===== src/rtl/gtimer_pkg.sv =====
package gtimer_pkg;

  localparam int unsigned BYTE_W    = 8;
  localparam int unsigned CNT_W     = 2 * BYTE_W;
  localparam int unsigned PSC_SEL_W = 2;
  localparam int unsigned PSC_W     = (1 << PSC_SEL_W) - 1;

  typedef enum logic [1:0] {
    REG_CTRL   = 2'd0,
    REG_GATE   = 2'd1,
    REG_CNT_LO = 2'd2,
    REG_CNT_HI = 2'd3
  } reg_sel_e;

  typedef struct packed {
    logic [PSC_SEL_W-1:0] psc_sel;
    logic                 ext_src;
    logic                 wide;
    logic                 run;
  } ctrl_cfg_t;

  typedef struct packed {
    logic en;
    logic pol;
  } gate_cfg_t;

endpackage


===== src/rtl/gtm_sync.sv =====
module gtm_sync #(
  parameter int unsigned STAGES = 2
) (
  input  logic clk_i,
  input  logic rst_ni,
  input  logic d_i,
  output logic q_o
);

  logic [STAGES-1:0] chain_q;
  logic [STAGES-1:0] chain_d;

  generate
    if (STAGES == 1) begin : g_single
      always_comb chain_d = d_i;
    end else begin : g_multi
      always_comb chain_d = {chain_q[STAGES-2:0], d_i};
    end
  endgenerate

  always_ff @(posedge clk_i or negedge rst_ni) begin
    if (!rst_ni) chain_q <= '0;
    else         chain_q <= chain_d;
  end

  assign q_o = chain_q[STAGES-1];

endmodule


===== src/rtl/gtm_prescaler.sv =====
module gtm_prescaler
  import gtimer_pkg::*;
(
  input  logic                 clk_i,
  input  logic                 rst_ni,
  input  logic                 tick_i,
  input  logic                 clr_i,
  input  logic [PSC_SEL_W-1:0] sel_i,
  output logic                 carry_o
);

  logic [PSC_W-1:0] psc_q;
  logic [PSC_W-1:0] psc_d;
  logic [PSC_W-1:0] lim;
  logic             at_lim;

  always_comb begin
    lim     = ~({PSC_W{1'b1}} << sel_i);
    at_lim  = (psc_q == lim);
    carry_o = tick_i && !clr_i && at_lim;
    psc_d   = psc_q;
    if (clr_i)        psc_d = '0;
    else if (tick_i)  psc_d = at_lim ? '0 : psc_q + PSC_W'(1);
  end

  always_ff @(posedge clk_i or negedge rst_ni) begin
    if (!rst_ni) psc_q <= '0;
    else         psc_q <= psc_d;
  end

  AST_PSC_CLR: assert property (@(posedge clk_i) disable iff (!rst_ni)
    clr_i |=> (psc_q == '0));

  AST_PSC_HOLD_IDLE: assert property (@(posedge clk_i) disable iff (!rst_ni)
    (!tick_i && !clr_i) |=> $stable(psc_q));

endmodule


===== src/rtl/gtm_count_core.sv =====
module gtm_count_core
  import gtimer_pkg::*;
(
  input  logic              clk_i,
  input  logic              rst_ni,
  input  logic              inc_i,
  input  logic              wide_i,
  input  logic              wr_lo_i,
  input  logic              wr_hi_i,
  input  logic              rd_lo_i,
  input  logic [BYTE_W-1:0] wdata_i,
  input  logic              ovf_clr_i,
  output logic [CNT_W-1:0]  cnt_o,
  output logic [BYTE_W-1:0] hibuf_o,
  output logic              ovf_o
);

  logic [CNT_W-1:0]  cnt_q,   cnt_d;
  logic [BYTE_W-1:0] hibuf_q, hibuf_d;
  logic              ovf_q,   ovf_d;
  logic              wr_hi_live;
  logic              wr_any;
  logic              inc_eff;
  logic              wrap;
  logic [CNT_W-1:0]  cnt_inc;

  always_comb begin
    wr_hi_live = wr_hi_i && !wide_i;
    wr_any     = wr_lo_i || wr_hi_live;
    inc_eff    = inc_i && !wr_any;
    cnt_inc    = cnt_q + CNT_W'(1);
    wrap       = inc_eff && (cnt_q == {CNT_W{1'b1}});

    cnt_d = cnt_q;
    if (inc_eff) cnt_d = cnt_inc;
    if (wr_lo_i) begin
      cnt_d[BYTE_W-1:0] = wdata_i;
      if (wide_i) cnt_d[CNT_W-1:BYTE_W] = hibuf_q;
    end
    if (wr_hi_live) cnt_d[CNT_W-1:BYTE_W] = wdata_i;

    hibuf_d = hibuf_q;
    if (wide_i && wr_hi_i)      hibuf_d = wdata_i;
    else if (wide_i && rd_lo_i) hibuf_d = cnt_q[CNT_W-1:BYTE_W];

    ovf_d = wrap || (ovf_q && !ovf_clr_i);
  end

  always_ff @(posedge clk_i or negedge rst_ni) begin
    if (!rst_ni) begin
      cnt_q   <= '0;
      hibuf_q <= '0;
      ovf_q   <= 1'b0;
    end else begin
      cnt_q   <= cnt_d;
      hibuf_q <= hibuf_d;
      ovf_q   <= ovf_d;
    end
  end

  assign cnt_o   = cnt_q;
  assign hibuf_o = hibuf_q;
  assign ovf_o   = ovf_q;

  AST_INC_STEP: assert property (@(posedge clk_i) disable iff (!rst_ni)
    (inc_i && !wr_lo_i && !(wr_hi_i && !wide_i)) |=> (cnt_q == $past(cnt_q) + CNT_W'(1)));

  AST_HOLD_IDLE: assert property (@(posedge clk_i) disable iff (!rst_ni)
    (!inc_i && !wr_lo_i && !(wr_hi_i && !wide_i)) |=> $stable(cnt_q));

  AST_BUF_SNAPSHOT: assert property (@(posedge clk_i) disable iff (!rst_ni)
    (wide_i && rd_lo_i && !wr_hi_i) |=> (hibuf_q == $past(cnt_q[CNT_W-1:BYTE_W])));

  AST_WIDE_HI_BUF_ONLY: assert property (@(posedge clk_i) disable iff (!rst_ni)
    (wide_i && wr_hi_i) |=> (hibuf_q == $past(wdata_i)));

  AST_WIDE_COMMIT: assert property (@(posedge clk_i) disable iff (!rst_ni)
    (wide_i && wr_lo_i) |=> (cnt_q == {$past(hibuf_q), $past(wdata_i)}));

  AST_WRITE_WINS: assert property (@(posedge clk_i) disable iff (!rst_ni)
    (!wide_i && wr_lo_i && !wr_hi_i) |=> (cnt_q == {$past(cnt_q[CNT_W-1:BYTE_W]), $past(wdata_i)}));

  AST_OVF_SET: assert property (@(posedge clk_i) disable iff (!rst_ni)
    (inc_i && !wr_lo_i && !(wr_hi_i && !wide_i) && (cnt_q == {CNT_W{1'b1}})) |=> ovf_q);

  AST_OVF_STICKY: assert property (@(posedge clk_i) disable iff (!rst_ni)
    (ovf_q && !ovf_clr_i) |=> ovf_q);

endmodule


===== src/rtl/gtimer16.sv =====
module gtimer16
  import gtimer_pkg::*;
#(
  parameter int unsigned SYNC_STAGES = 2,
  parameter int unsigned RST_STAGES  = 2
) (
  input  logic       clk,
  input  logic       rst_n,
  input  logic [1:0] reg_addr,
  input  logic       reg_wr_en,
  input  logic       reg_rd_en,
  input  logic [7:0] reg_wdata,
  input  logic       ext_clk_i,
  input  logic       gate_i,
  output logic [7:0] reg_rdata,
  output logic       ovf_flag_o
);

  logic              rst_ni;
  logic              ext_lvl;
  logic              ext_prev_q;
  logic              ext_rise;
  logic              gate_lvl;
  reg_sel_e          sel;
  logic              wr_ctrl, wr_gate, wr_lo, wr_hi, rd_lo;
  ctrl_cfg_t         ctrl_q, ctrl_d;
  gate_cfg_t         gate_q, gate_d;
  logic              tick_src;
  logic              gate_open;
  logic              cnt_tick;
  logic              psc_carry;
  logic              ovf_clr;
  logic [CNT_W-1:0]  cnt;
  logic [BYTE_W-1:0] hibuf;
  logic              ovf;

  // reset: asserted asynchronously, released on a clock edge
  gtm_sync #(.STAGES(RST_STAGES)) u_rst_sync (
    .clk_i(clk), .rst_ni(rst_n), .d_i(1'b1), .q_o(rst_ni)
  );

  gtm_sync #(.STAGES(SYNC_STAGES)) u_ext_sync (
    .clk_i(clk), .rst_ni(rst_ni), .d_i(ext_clk_i), .q_o(ext_lvl)
  );

  gtm_sync #(.STAGES(SYNC_STAGES)) u_gate_sync (
    .clk_i(clk), .rst_ni(rst_ni), .d_i(gate_i), .q_o(gate_lvl)
  );

  always_ff @(posedge clk or negedge rst_ni) begin
    if (!rst_ni) ext_prev_q <= 1'b0;
    else         ext_prev_q <= ext_lvl;
  end

  // register decode
  always_comb begin
    sel     = reg_sel_e'(reg_addr);
    wr_ctrl = reg_wr_en && (sel == REG_CTRL);
    wr_gate = reg_wr_en && (sel == REG_GATE);
    wr_lo   = reg_wr_en && (sel == REG_CNT_LO);
    wr_hi   = reg_wr_en && (sel == REG_CNT_HI);
    rd_lo   = reg_rd_en && (sel == REG_CNT_LO);
    ovf_clr = wr_ctrl && !reg_wdata[7];
  end

  // configuration next state
  always_comb begin
    ctrl_d = ctrl_q;
    gate_d = gate_q;
    if (wr_ctrl) begin
      ctrl_d.psc_sel = reg_wdata[4:3];
      ctrl_d.ext_src = reg_wdata[2];
      ctrl_d.wide    = reg_wdata[1];
      ctrl_d.run     = reg_wdata[0];
    end
    if (wr_gate) begin
      gate_d.en  = reg_wdata[7];
      gate_d.pol = reg_wdata[6];
    end
  end

  always_ff @(posedge clk or negedge rst_ni) begin
    if (!rst_ni) begin
      ctrl_q <= '0;
      gate_q <= '0;
    end else begin
      ctrl_q <= ctrl_d;
      gate_q <= gate_d;
    end
  end

  // step qualification
  always_comb begin
    ext_rise  = ext_lvl && !ext_prev_q;
    tick_src  = ctrl_q.ext_src ? ext_rise : 1'b1;
    gate_open = !gate_q.en || (gate_lvl == gate_q.pol);
    cnt_tick  = ctrl_q.run && tick_src && gate_open;
  end

  gtm_prescaler u_psc (
    .clk_i  (clk),
    .rst_ni (rst_ni),
    .tick_i (cnt_tick),
    .clr_i  (wr_lo),
    .sel_i  (ctrl_q.psc_sel),
    .carry_o(psc_carry)
  );

  gtm_count_core u_core (
    .clk_i    (clk),
    .rst_ni   (rst_ni),
    .inc_i    (psc_carry),
    .wide_i   (ctrl_q.wide),
    .wr_lo_i  (wr_lo),
    .wr_hi_i  (wr_hi),
    .rd_lo_i  (rd_lo),
    .wdata_i  (reg_wdata),
    .ovf_clr_i(ovf_clr),
    .cnt_o    (cnt),
    .hibuf_o  (hibuf),
    .ovf_o    (ovf)
  );

  // read data
  always_comb begin
    reg_rdata = '0;
    if (reg_rd_en) begin
      unique case (sel)
        REG_CTRL:   reg_rdata = {ovf, 2'b00, ctrl_q.psc_sel, ctrl_q.ext_src,
                                 ctrl_q.wide, ctrl_q.run};
        REG_GATE:   reg_rdata = {gate_q.en, gate_q.pol, 6'b000000};
        REG_CNT_LO: reg_rdata = cnt[BYTE_W-1:0];
        REG_CNT_HI: reg_rdata = ctrl_q.wide ? hibuf : cnt[CNT_W-1:BYTE_W];
        default:    reg_rdata = '0;
      endcase
    end
  end

  assign ovf_flag_o = ovf;

  AST_RUN_OFF_HOLDS: assert property (@(posedge clk) disable iff (!rst_ni)
    !ctrl_q.run |-> !psc_carry);

  AST_GATE_BLOCKS: assert property (@(posedge clk) disable iff (!rst_ni)
    (gate_q.en && (gate_lvl != gate_q.pol)) |-> !psc_carry);

  AST_EXT_SINGLE_PULSE: assert property (@(posedge clk) disable iff (!rst_ni)
    (ctrl_q.ext_src && ext_rise) |=> !ext_rise);

  AST_OVF_PIN_CLEAR: assert property (@(posedge clk) disable iff (!rst_ni)
    (ovf_clr && !psc_carry) |=> !ovf_flag_o);

endmodule


===== config.mk =====
export PLATFORM = sky130hd
export DESIGN_NAME = gtimer16
export DESIGN_NICKNAME = d
export VERILOG_FILES = /design/src/rtl/gtimer_pkg.sv /design/src/rtl/gtm_sync.sv /design/src/rtl/gtm_prescaler.sv /design/src/rtl/gtm_count_core.sv /design/src/rtl/gtimer16.sv
export SDC_FILE = /design/constraint.sdc
export NUM_CORES = 1
export LEC_CHECK = 0
export BUFFER_PORTS_ARGS = -buffer_cell sky130_fd_sc_hd__buf_2
export CAP_MARGIN = 30
export CORE_MARGIN = 1.5
export CORE_UTILIZATION = 53
export CTS_CLUSTER_DIAMETER = 100
export CTS_CLUSTER_SIZE = 14
export DETAILED_ROUTE_END_ITERATION = 8
export GPL_TIMING_DRIVEN = 1
export PLACE_DENSITY = 0.85
export REMOVE_ABC_BUFFERS = 1
export SYNTH_ARGS = -nofsm -noshare
export SYNTH_HDL_FRONTEND = slang
export SYNTH_SLANG_ARGS = --single-unit
export TNS_END_PERCENT = 5

===== constraint.sdc =====
create_clock -name clk -period 1.45 [get_ports clk]
set_input_delay 0 -clock clk [delete_from_list [all_inputs] [get_ports clk]]
set_output_delay 0 -clock clk [all_outputs]
set_load 0.01 [all_outputs]

# ---- Yosys cells after proc, flatten, opt, wreduce, memory -nomap -nowiden
# Index checks and enable logic that the tools add are counted.
dict set report word_totals {
  input_bits 16
  ff_bits 42
  latch_bits 0
  output_inout_bits 9
  ram_bits 0
  n_memories 0
  word_cells 69
  romBits 0
}
dict set report op_classes {
  addsub 2
  n_lt_le_gt_ge 0
  bitwise 1
  n_div 0
  n_shift 1
  reduce_logical 31
  mux 13
  eq_ne 6
  n_mul 0
}
# operator n
set ops {}
lappend ops {{$mux 8} 6}
lappend ops {{$mux 16} 2}
lappend ops {{$pmux 8 s4} 1}
lappend ops {{$logic_and 1x1->1} 17}
lappend ops {{$add 16x1->16 const B} 1}
lappend ops {{$eq 16x16->1 const B} 1}
lappend ops {{$mux 3} 3}
lappend ops {{$logic_not 1->1} 7}
lappend ops {{$reduce_bool 2->1} 3}
lappend ops {{$eq 2x2->1 const B} 2}
lappend ops {{$add 3x1->3 const B} 1}
lappend ops {{$eq 3x3->1} 1}
lappend ops {{$logic_or 1x1->1} 3}
lappend ops {{$not 3->3} 1}
lappend ops {{$shl 3x2->3 const A} 1}
lappend ops {{$eq 2x1->1 const B} 1}
lappend ops {{$logic_not 2->1} 1}
lappend ops {{$eq 1x1->1} 1}
lappend ops {{$mux 1} 1}

# ---- Longest topological paths before layout
# Gate-level depths: netlist of the first run.
dict set report depth {
  depth_word 12
  ltp_mapped 7
  mapped_depth_nobuf 6
}

# ---- Cells and area by module
# A second synthesis of the first run with hierarchy kept.
dict set report unflattened {
  cells_unflattened 242
  area_unflattened_um2 2367.3
}
# module n_inst area_per_inst_um2 cells_each
set by_module_without_submodules {}
lappend by_module_without_submodules {gtm_count_core 1 1333.8 145}
lappend by_module_without_submodules {gtimer16 1 648.1 66}
lappend by_module_without_submodules {gtm_prescaler 1 235.2 25}
lappend by_module_without_submodules {gtm_sync 3 50.0 2}

# ---- Least setup slack after synthesis of the first run
# Ideal clock, no wire load.
dict set report synth_path {
  path_kind {register to register}
  from {register ctrl_q[3] in the netlist's numbering}
  to {register u_core.cnt_q[15], in the netlist u_core.cnt_o[15]}
  slack_ns -0.401
  period_less_slack_ns 1.851
  n_path_buf 0
  t_arrival_ns 1.783
  path_stages_with_launch 6
  cell_sequence {dfrtp_1 -> xnor2_2 -> nand4_4 -> a2111o_1 -> or4b_1 -> nand3_1}
}
dict set report synth_via {
  elab_chain_len 9
}
# item line
set synth_rtl {}
lappend synth_rtl {{from (decl)} gtimer16.sv:26} ;# ctrl_cfg_t ctrl_q, ctrl_d;
lappend synth_rtl {{from (signal assigned)} gtimer16.sv:87} ;# ctrl_q <= ctrl_d;
lappend synth_rtl {{$shl 3x2->3 *} gtm_prescaler.sv:18} ;# lim = ~({PSC_W{1'b1}} << sel_i);
lappend synth_rtl {{$not 3->3 *} gtm_prescaler.sv:18}
lappend synth_rtl {{$eq 3x3->1 *} gtm_prescaler.sv:19} ;# at_lim = (psc_q == lim);
lappend synth_rtl {{$logic_and 1x1->1 *} gtm_prescaler.sv:20} ;# carry_o = tick_i && !clr_i && at_lim;
lappend synth_rtl {{$logic_and 1x1->1 *} gtm_count_core.sv:30} ;# inc_eff = inc_i && !wr_any;
lappend synth_rtl {{$mux 16 *} gtm_count_core.sv:35} ;# if (inc_eff) cnt_d = cnt_inc;
lappend synth_rtl {{$mux 8} gtm_count_core.sv:38} ;# if (wide_i) cnt_d[CNT_W-1:BYTE_W] = hibuf_q;
lappend synth_rtl {{$mux 16 *} gtm_count_core.sv:36} ;# if (wr_lo_i) begin
lappend synth_rtl {{$mux 8 *} gtm_count_core.sv:40} ;# if (wr_hi_live) cnt_d[CNT_W-1:BYTE_W] = wdata_i;
lappend synth_rtl {{net u_core.cnt_d[15]} gtm_count_core.sv:18} ;# logic [CNT_W-1:0] cnt_q, cnt_d;
lappend synth_rtl {{to (signal assigned)} gtm_count_core.sv:55} ;# cnt_q <= cnt_d;
lappend synth_rtl {{to (decl)} gtm_count_core.sv:18}
# Mark *: on every way through the listed nets, which the timed path passes. The rest lies on a longest branch. The select of a mux whose other input is x is not followed.
# A chain may end at the register's enable or synchronous reset.

# ---- Worst setup path in the final report of the first run
dict set report layout_path {
  from {register u_ext_sync.chain_q[1]}
  to {register u_core.cnt_q[15], in the netlist u_core.cnt_o[15]}
}
dict set report layout_via {
  elab_chain_len 11
}
# item line
set layout_rtl {}
lappend layout_rtl {{from (decl)} gtm_sync.sv:10} ;# logic [STAGES-1:0] chain_q;
lappend layout_rtl {{from (signal assigned)} gtm_sync.sv:23} ;# else chain_q <= chain_d;
lappend layout_rtl {{$logic_and 1x1->1 *} gtimer16.sv:94} ;# ext_rise = ext_lvl && !ext_prev_q;
lappend layout_rtl {{$mux 1 *} gtimer16.sv:95} ;# tick_src = ctrl_q.ext_src ? ext_rise : 1'b1;
lappend layout_rtl {{$logic_and 1x1->1 * (2 in series)} gtimer16.sv:97} ;# cnt_tick = ctrl_q.run && tick_src && gate_open;
lappend layout_rtl {{$logic_and 1x1->1 * (2 in series)} gtm_prescaler.sv:20}
lappend layout_rtl {{$logic_and 1x1->1 *} gtm_count_core.sv:30}
lappend layout_rtl {{$mux 16 *} gtm_count_core.sv:35}
lappend layout_rtl {{$mux 8} gtm_count_core.sv:38}
lappend layout_rtl {{$mux 16 *} gtm_count_core.sv:36}
lappend layout_rtl {{$mux 8 *} gtm_count_core.sv:40}
lappend layout_rtl {{net u_core.cnt_d[15]} gtm_count_core.sv:18}
# Marks and branches as above.

==> flow_summary.yaml, run 1 <==
critical_path:
  worstSetupPathType: "reg -> reg"
  critPathTopFamily: "simple AND/OR/NAND/NOR gates"
  path_cells: "nor2b_1 > o21ai_0 > a2111o_1 > or4b_1 > nand3_1"
  critPathArrivalTime_ps: 2210
  crit_buf_inv: 0
  required_ps: 1690
  crit_slowest_cell: "or4b_1"
  setup.worst_path.start_class: "flip-flop"
  cp_slowest_stage_delay_ps: 480
  end_kind: "flip-flop"
  critical_path.max_fanout: 3
synth:
  synth.avg_cell_area_um2: 8.705
  synth_top_area_share_pct: 39.85
  synthTopCellsByCount: "42 x dfrtp_1, 42 x nand2_1, 35 x nor2_1"
  synth.lib_cells_used.distinct: 61
  synth-main-ff-cell: "dfrtp_1"
  synth_edf_count: 0
  yosys-top-cells-area: "dfrtp_1 40%, nand2_1 6.0%, nor2_1 5.0%, mux2_2 3.4%, a31oi_1 3.1%"
  synth_area_mm2: 0.002638
  ys_async_sr_fraction_pct: 100.0
  syn_inst: 303
  seq_area_frac_synth_pct: 39.85
  ys_ff_latch: 42
  synth_top_area_cell: "dfrtp_1"
  ys_warn_count: 0
outcome:
  status: "complete, but fails checks"
  violations: "setup timing"
sta:
  min_period_ps: 1967
  hold_viol_final: 0
  period_share_pct: 135.6
  tightestPinTransition_ps: 544.4
  fmax_ghz: 0.5084
  slew_violations: 0
  rsz0062_at_grt: "yes"
  whs_ps: 0.5651
  tns_ps: -9795
  slew_headroom_pct: 63.71
  setup_viol: 33
  skew_ps: 8.614
  setup_ws_ps: -516.9
hold_path:
  hold_class: "in -> reg"
placed_design:
  numPortBuffers: 24
  dp_hpwl_um: 6281
  placed_cell_area_mm2: 0.003378
  place_inst: 457
  dp_slack_ps: -511.2
  gp_congestion: 0.8933
cts:
  clock_path_buffers: 2
  tritoncts: "built"
  cts_inserted_buffers: 5
  clock_sinks: 42
  clkTransAtPathRegs_ps: 90
  h-tree-depth: 2
  clkLatencyLatePin_ps: 310
  cts_root_buf: "clkbuf_8"
power:
  ir_worst_vdd_mv: 1.041
  powerDensity_mw_per_mm2: 1325
  p_leak_nw: 1.657
  power.total_mw: 5.036
layout:
  fillers: 285
  layout.nets: 424
  area_delta_synth_final_pct: 44.12
  final_util_pct: 79.95
  multi_input_area_mm2: 0.001675
  design_area_mm2: 0.003801
  diodes: 0
  drive_above_1_share_pct: 39.56
  instances_no_fill: 474
  ff_latch_area_mm2: 0.001055
run:
  cap_violations: 0
global_route:
  antenna_found_initial: 0
  grt_usage_pct: 38.72
  grt_first_pass_wirelength_um: 15440
  grt_pass1_vias: 3207
  grt_max_degree: 41
  overflow: 0
floorplanning:
  die_x_um: 73.55
  die_h_um: 73.55
  design.die.area_mm2: 0.005409
  core_area_mm2: 0.004755
  io-pin-count: 25
  num_rows: 25
  initial_core_util_pct: 55.47
routing:
  drc_errors: 0
  finalWirelength_um: 10030
  final_antenna_net_count: 0
  firstDrtPassIters: 5
  wl_per_cell_um: 21.15
  via_per_inst: 6.599
  vias: 3128
  drtIter0Drc: 437
-- state kept, by name, summed over array words and instances, names as in the netlist --
name,cells
ext_prev_q,1
u_core.cnt_o,16
u_psc.psc_q,3
u_ext_sync.chain_q,2
gate_q,2
u_rst_sync.chain_q,2
u_gate_sync.chain_q,2
ctrl_q,5
u_core.ovf_o,1
u_core.hibuf_o,8
-- report_power, final --
part / leakage, nW / internal [mW] / switching (mW)
clock network: 0.0683 / 0.690 / 0.458
registers: 0.494 / 1.46 / 0.311
logic: 1.09 / 1.03 / 1.09
-- cell type report --
class                           instances  area share [%]
Inverter                                3          0.2962
Clock inverter                          3           1.810
Multi-Input combinational cell        242           44.08
Sequential cell                        42           27.75
Clock buffer                            5           1.810
Tap cell                               67           2.205
Timing Repair Buffer                  112           22.05
-- worst paths after layout --
kind	cells after the start	end	slack [ps]	startpoint
min reg2reg	1	ctrl_q[4]$_DFFE_PN0P_	230	u_rst_sync.chain_q[1]$_DFF_PN0_
min in group asynchronous	1	ctrl_q[4]$_DFFE_PN0P_	230	u_rst_sync.chain_q[1]$_DFF_PN0_
max in group asynchronous	3	u_rst_sync.chain_q[1]$_DFF_PN0_	800	rst_n
max reg2reg	5	u_core.cnt_o[15]$_DFF_PN0_	-520	u_ext_sync.chain_q[1]$_DFF_PN0_
min	3	u_core.hibuf_o[2]$_DFFE_PN0P_	0.6	reg_wdata[2]
max	5	u_core.cnt_o[15]$_DFF_PN0_	-520	u_ext_sync.chain_q[1]$_DFF_PN0_
-- placed cells by master, fill, tap and decap left out, types with 4 or more instances in the layout --
cell type | synthesis | layout
a21oi_1 | 15 | 15
a22oi_1 | 10 | 8
a31oi_1 | 13 | 11
and3_1 | 4 | 4
buf_2 | 3 | 24
buf_4 | 1 | 73
buf_6 | 0 | 8
clkbuf_8 | 0 | 5
dfrtp_1 | 42 | 39
dlygate4sd3_1 | 0 | 6
mux2_2 | 8 | 8
mux2i_1 | 7 | 4
nand2_1 | 42 | 42
nand3_1 | 11 | 10
nor2_1 | 35 | 34
nor2b_1 | 7 | 6
o21ai_0 | 14 | 14
o22ai_1 | 5 | 5
-- what timing repair did --
item                       in CTS  in global routing
setup endpoints to repair      36                 36
hold buffers                    6                  0
setup buffers                   3                  0
resized for setup              36                 13
hold endpoints to repair        7                  0
pin swaps                      18                  7
cloned                          0                  0
-- layer usage --
metal / global-route usage (%) / vias to the layer above / part of all wire, % / wire length, µm
met5: 0 / - / 0 / 0
met4: 26.54 / 0 / 6.9 / 691
met3: 9.053 / 80 / 10 / 1049
met2: 61.76 / 251 / 46 / 4565
met1: 46.08 / 1476 / 37 / 3721
li1: - / 1321 / - / -
-- cells by family (layout without fill, tap and decap cells) --
| family | after synthesis | count (layout) | synth area share [%] |
|---|---|---|---|
| AO/OA/AOI/OAI | 86 | 86 | 21.82 |
| XOR/XNOR | 6 | 6 | 2.562 |
| adder cells (fa/ha/maj) | 2 | 2 | 0.9486 |
| buffers and inverters | 19 | 123 | 3.036 |
| other | 1 | 1 | 0.1422 |
| flip-flops | 42 | 42 | 39.85 |
| multiplexers | 16 | 16 | 6.926 |
| AND/OR/NAND/NOR | 131 | 131 | 24.72 |
-- worst register-to-register path: cells and delay by family, from the launching register on --
| kind | cells | cell delay (ps) |
|---|---|---|
| AOI/OAI and AO/OA | 2 | 660 |
| and+or+nand+nor | 3 | 880 |
| DFF | 1 | 380 |
Power figures use the tool's default switching activity.
==> run 2: changes to the inputs <==
- clock period: 1.45 -> 1.62 ns (I/O delays scaled with it)
==> flow_summary.yaml, run 2 (synthesized netlist as in run 1, its figures left out) <==
routing:
  finalWirelength_um: 9331
  drc_errors: 0
  drtIter0Drc: 390
  wl_per_cell_um: 20.24
  via_per_inst: 6.518
  final_antenna_net_count: 0
  firstDrtPassIters: 5
  vias: 3005
layout:
  diodes: 0
  drive_above_1_share_pct: 38.58
  layout_commonest_cell: "buf_4"
  largest_register_ffs: 16
  area_delta_synth_final_pct: 41.75
  design_area_mm2: 0.003739
  fillers: 292
  layout.nets: 411
  final_cell_mix: "59 x buf_4, 42 x dfrtp_1, 41 x nand2_1"
critical_path:
  critical_path.max_fanout: 5
  critPathArrivalTime_ps: 2130
  r2r_cells: 6
  worstSetupPathType: "reg -> reg"
  end_kind: "flip-flop"
  rrSetupSlack_ps: -280
  required_ps: 1850
  setup.worst_path.start_class: "flip-flop"
global_route:
  overflow: 0
  grt_usage_pct: 36.54
  antenna_found_initial: 0
  grt_pass1_vias: 2966
  grt_max_degree: 33
  grt_first_pass_wirelength_um: 14670
hold_path:
  hold_class: "in -> reg"
  min_path_cells: 3
placed_design:
  dp_slack_ps: -272.3
  placed_cell_area_mm2: 0.003273
  numPortBuffers: 24
  gp_congestion: 0.9132
  dp_hpwl_um: 5696
cts:
  clock_sinks: 42
  tritoncts: "built"
  clock_path_buffers: 2
  h-tree-depth: 2
  cts_inserted_buffers: 5
  cts_root_buf: "clkbuf_8"
  clkTransAtPathRegs_ps: 90
  clkLatencyLatePin_ps: 300
power:
  ir_worst_vdd_mv: 0.8164
  p_leak_nw: 1.617
  power.total_mw: 4.412
  powerDensity_mw_per_mm2: 1180
sta:
  period_share_pct: 117.5
  rsz0062_at_grt: "yes"
  setup_viol: 27
  setup_ws_ps: -283.5
  tns_ps: -4596
  min_period_ps: 1903
  slew_violations: 0
  hold_viol_final: 0
  fmax_ghz: 0.5253
  tightestPinTransition_ps: 520.7
  whs_ps: 22.50
  slew_headroom_pct: 65.29
  skew_ps: 10.81
floorplanning:
  core_area_mm2: 0.004755
  io-pin-count: 25
  die_h_um: 73.55
  design.die.area_mm2: 0.005409
  num_rows: 25
  initial_core_util_pct: 55.47
  die_x_um: 73.55
outcome:
  violations: "setup timing"
  status: "complete, but fails checks"
run:
  cap_violations: 0
-- run 2: changes by cell type in the layout (fill, tap and decap cells not counted), sizes merged --
cell,delta
buf,-14
dlygate4sd3,+1
-- run 2: report_power, final --
group,switching [mW],internal (mW)
Sequential,0.289,1.30
Combinational,0.914,0.891
Clock,0.400,0.618
Total,1.60,2.81
-- run 2: worst max-delay path, stage by stage, from the launching register on --
cell,delay (ps)
dfrtp_1,400
xnor2_2,310
o221ai_2,280
a2111oi_2,380
buf_4,180
xor2_1,140
o2bb2ai_1,140
-- run 2: per-stage QoR --
step / utilization, % / std cells
final: 78.63 / 461
after global routing: 78.63 / 461
after CTS: 76.03 / 460
after detailed placement: 68.84 / 443
after global placement: 68.84 / 443
after floorplan: - / 287
-- run 2: repair_timing --
action / in CTS / in global routing
hold buffers: 7 / 0
setup buffers: 2 / 1
endpoints found under the setup margin: 33 / 36
pin swaps: 20 / 9
hold endpoints to repair: 10 / 0
gates resized for setup: 29 / 27
-- run 2: final timing paths --
check	startpoint	endpoint
hold reg to reg	u_rst_sync.chain_q[1]$_DFF_PN0_	u_gate_sync.chain_q[0]$_DFF_PN0_
max in group asynchronous	u_rst_sync.chain_q[1]$_DFF_PN0_	u_core.hibuf_o[3]$_DFFE_PN0P_
setup / recovery	u_gate_sync.chain_q[1]$_DFF_PN0_	u_core.cnt_o[10]$_DFF_PN0_
min in group asynchronous	u_rst_sync.chain_q[1]$_DFF_PN0_	u_gate_sync.chain_q[0]$_DFF_PN0_
setup reg to reg	u_gate_sync.chain_q[1]$_DFF_PN0_	u_core.cnt_o[10]$_DFF_PN0_
hold / removal	reg_wdata[7]	u_core.cnt_o[7]$_DFFE_PN0P_
-- run 2: per-layer routing --
metal	vias up	global-route usage [%]	wire, µm
met1	1423	46.43	3507
met5	-	0	0
met3	46	9.465	1049
met2	240	57.96	4376
li1	1296	-	-
met4	0	17.49	397
-- run 2: final cells by class --
type | count | area (µm²) | share of cell area (%)
Clock buffer | 5 | 68.82 | 1.841
Clock inverter | 3 | 68.82 | 1.841
Inverter | 3 | 11.26 | 0.3012
Multi-Input combinational cell | 242 | 1705 | 45.62
Sequential cell | 42 | 1051 | 28.11
Tap cell | 67 | 83.83 | 2.242
Timing Repair Buffer | 99 | 749.5 | 20.05
==> run 3: changes to the inputs <==
- CTS_CLUSTER_SIZE: 14 -> 10
- PLACE_DENSITY: 0.85 -> 0.71
==> flow_summary.yaml, run 3 (synthesized netlist as in run 1, its figures left out) <==
outcome:
  status: "complete, but fails checks"
  violations: "hold timing, setup timing"
critical_path:
  setup.worst_path.start_class: "flip-flop"
  end_kind: "flip-flop"
  rrSetupSlack_ps: -420
  r2r-start: "u_psc.psc_q[2]$_DFFE_PN0P_"
  critical_path.max_fanout: 5
  worstSetupPathType: "reg -> reg"
  r2r_cells: 7
  required_ps: 1810
  worstReg2RegEnd: "u_core.cnt_o[8]$_DFF_PN0_"
  critPathArrivalTime_ps: 2230
global_route:
  antenna_found_initial: 0
  grt_first_pass_wirelength_um: 13400
  grt_pass1_vias: 2778
  grt_usage_pct: 32.93
  overflow: 0
  grt_max_degree: 28
power:
  powerDensity_mw_per_mm2: 1137
  p_leak_nw: 1.577
  ir_worst_vdd_mv: 0.6345
sta:
  tightestPinTransition_ps: 508.2
  hold_viol_final: 1
  fmax_ghz: 0.4902
  tns_ps: -4929
  slew_headroom_pct: 66.12
  whs_ps: -1.865
  min_period_ps: 2040
  rsz0062_at_grt: "yes"
  skew_ps: 5.843
  period_share_pct: 125.9
  slew_violations: 0
  setup_viol: 22
  setup_ws_ps: -420.1
run:
  cap_violations: 0
routing:
  final_antenna_net_count: 0
  vias: 2858
  drc_errors: 0
  drtIter0Drc: 264
  firstDrtPassIters: 6
  wl_per_cell_um: 18.09
  via_per_inst: 6.133
  finalWirelength_um: 8432
floorplanning:
  die_x_um: 73.55
  io-pin-count: 25
  design.die.area_mm2: 0.005409
  die_h_um: 73.55
  num_rows: 25
  core_area_mm2: 0.004755
  initial_core_util_pct: 55.47
hold_path:
  hold_class: "in -> reg"
  hold_end: "u_core.cnt_o[1]$_DFFE_PN0P_"
  min_path_cells: 3
  timing.hold.worst.start: "reg_wdata[1]"
layout:
  layout.nets: 416
  instances_no_fill: 466
  final_cell_mix: "67 x buf_4, 42 x nand2_1, 40 x dfrtp_1"
  final_util_pct: 76.37
  area_delta_synth_final_pct: 37.67
  largest_register_ffs: 16
  layout_commonest_cell: "buf_4"
  fillers: 356
  diodes: 0
  drive_above_1_share_pct: 34.84
placed_design:
  dp_hpwl_um: 5910
  numPortBuffers: 24
  gp_congestion: 0.9601
  place_inst: 447
cts:
  clkTransAtPathRegs_ps: 90
  cts_root_buf: "clkbuf_8"
  clock_path_buffers: 2
  tritoncts: "built"
  cts_inserted_buffers: 5
  clkLatencyLatePin_ps: 310
  h-tree-depth: 2
  clock_sinks: 42
[run 3: cell types whose count changed in the layout (fill, tap and decap cells not counted), moves of 3 or more]
cell | before | now
a22oi_2 | 3 | 0
a22oi_1 | 7 | 10
buf_6 | 9 | 5
buf_4 | 59 | 67
a2111oi_2 | 3 | 0
[run 3: what timing repair did]
| item | CTS | global route |
|---|---|---|
| setup endpoints to repair | 26 | 31 |
| hold buffers | 7 | 0 |
| setup buffers | 4 | 0 |
| gates resized for setup | 20 | 9 |
| endpoints found under the hold margin | 8 | 0 |
| pin swaps | 13 | 4 |
[run 3: through the flow]
step	hold slack, ps	power [mW]	setup WS (ps)	area, µm²
after floorplan	-295.6	2.336	-320.0	2569
after global routing	22.55	4.321	-392.7	3631
after detailed placement	-214.4	3.081	-355.3	3304
after CTS	1.298	4.047	-294.3	3600
after global placement	-214.7	3.019	-268.2	3304
final	-1.865	4.129	-420.1	3631
[run 3: worst max path at each step]
stage / start / slack, ps / depth (start not counted) / end
global route: u_psc.psc_q[2]$_DFFE_PN0P_ / -390 / 5 / u_core.cnt_o[15]$_DFF_PN0_
CTS: ctrl_q[1]$_DFFE_PN0P_ / -290 / 5 / reg_rdata[7]
finish: u_psc.psc_q[2]$_DFFE_PN0P_ / -420 / 7 / u_core.cnt_o[8]$_DFF_PN0_
global placement: ctrl_q[3]$_DFFE_PN0P_ / -270 / 6 / u_core.cnt_o[13]$_DFF_PN0_
detailed placement: u_gate_sync.chain_q[1]$_DFF_PN0_ / -360 / 6 / u_core.cnt_o[10]$_DFF_PN0_
floorplan: ctrl_q[1]$_DFFE_PN0P_ / -320 / 5 / u_core.cnt_o[7]$_DFFE_PN0P_
[run 3: power breakdown]
group | total, mW | switching (mW) | internal [mW]
clock | 0.861 | 0.402 | 0.459
combinational | 1.70 | 0.842 | 0.853
sequential | 1.57 | 0.269 | 1.30
total | 4.13 | 1.51 | 2.62
[run 3: layer usage]
metal / share of wire (%) / routed length [µm] / track usage [%] / vias to the layer above
met1: 39 / 3310 / 42.66 / 1354
met3: 8.5 / 713 / 5.350 / 33
met4: 2.8 / 233 / 9.877 / 0
met5: 0 / 0 / 0 / -
met2: 50 / 4176 / 56.46 / 161
li1: - / - / - / 1310
[run 3: area by class of cell]
type | count | area, µm² | share of cell area (%)
inverter | 3 | 11.26 | 0.3101
tap | 67 | 83.83 | 2.309
clock inverter | 3 | 45.04 | 1.241
timing repair buffer | 104 | 769.5 | 21.19
sequential | 42 | 1054 | 29.01
multi-input combinational | 242 | 1599 | 44.04
clock buffer | 5 | 68.82 | 1.895
[run 3: worst max-delay path, cell delays in order, from the launching register on]
cell	delay [ps]
dfrtp_2	460
nor3_1	240
o21ai_2	150
buf_4	190
a2111oi_1	460
buf_4	200
xnor2_1	120
o22ai_1	90
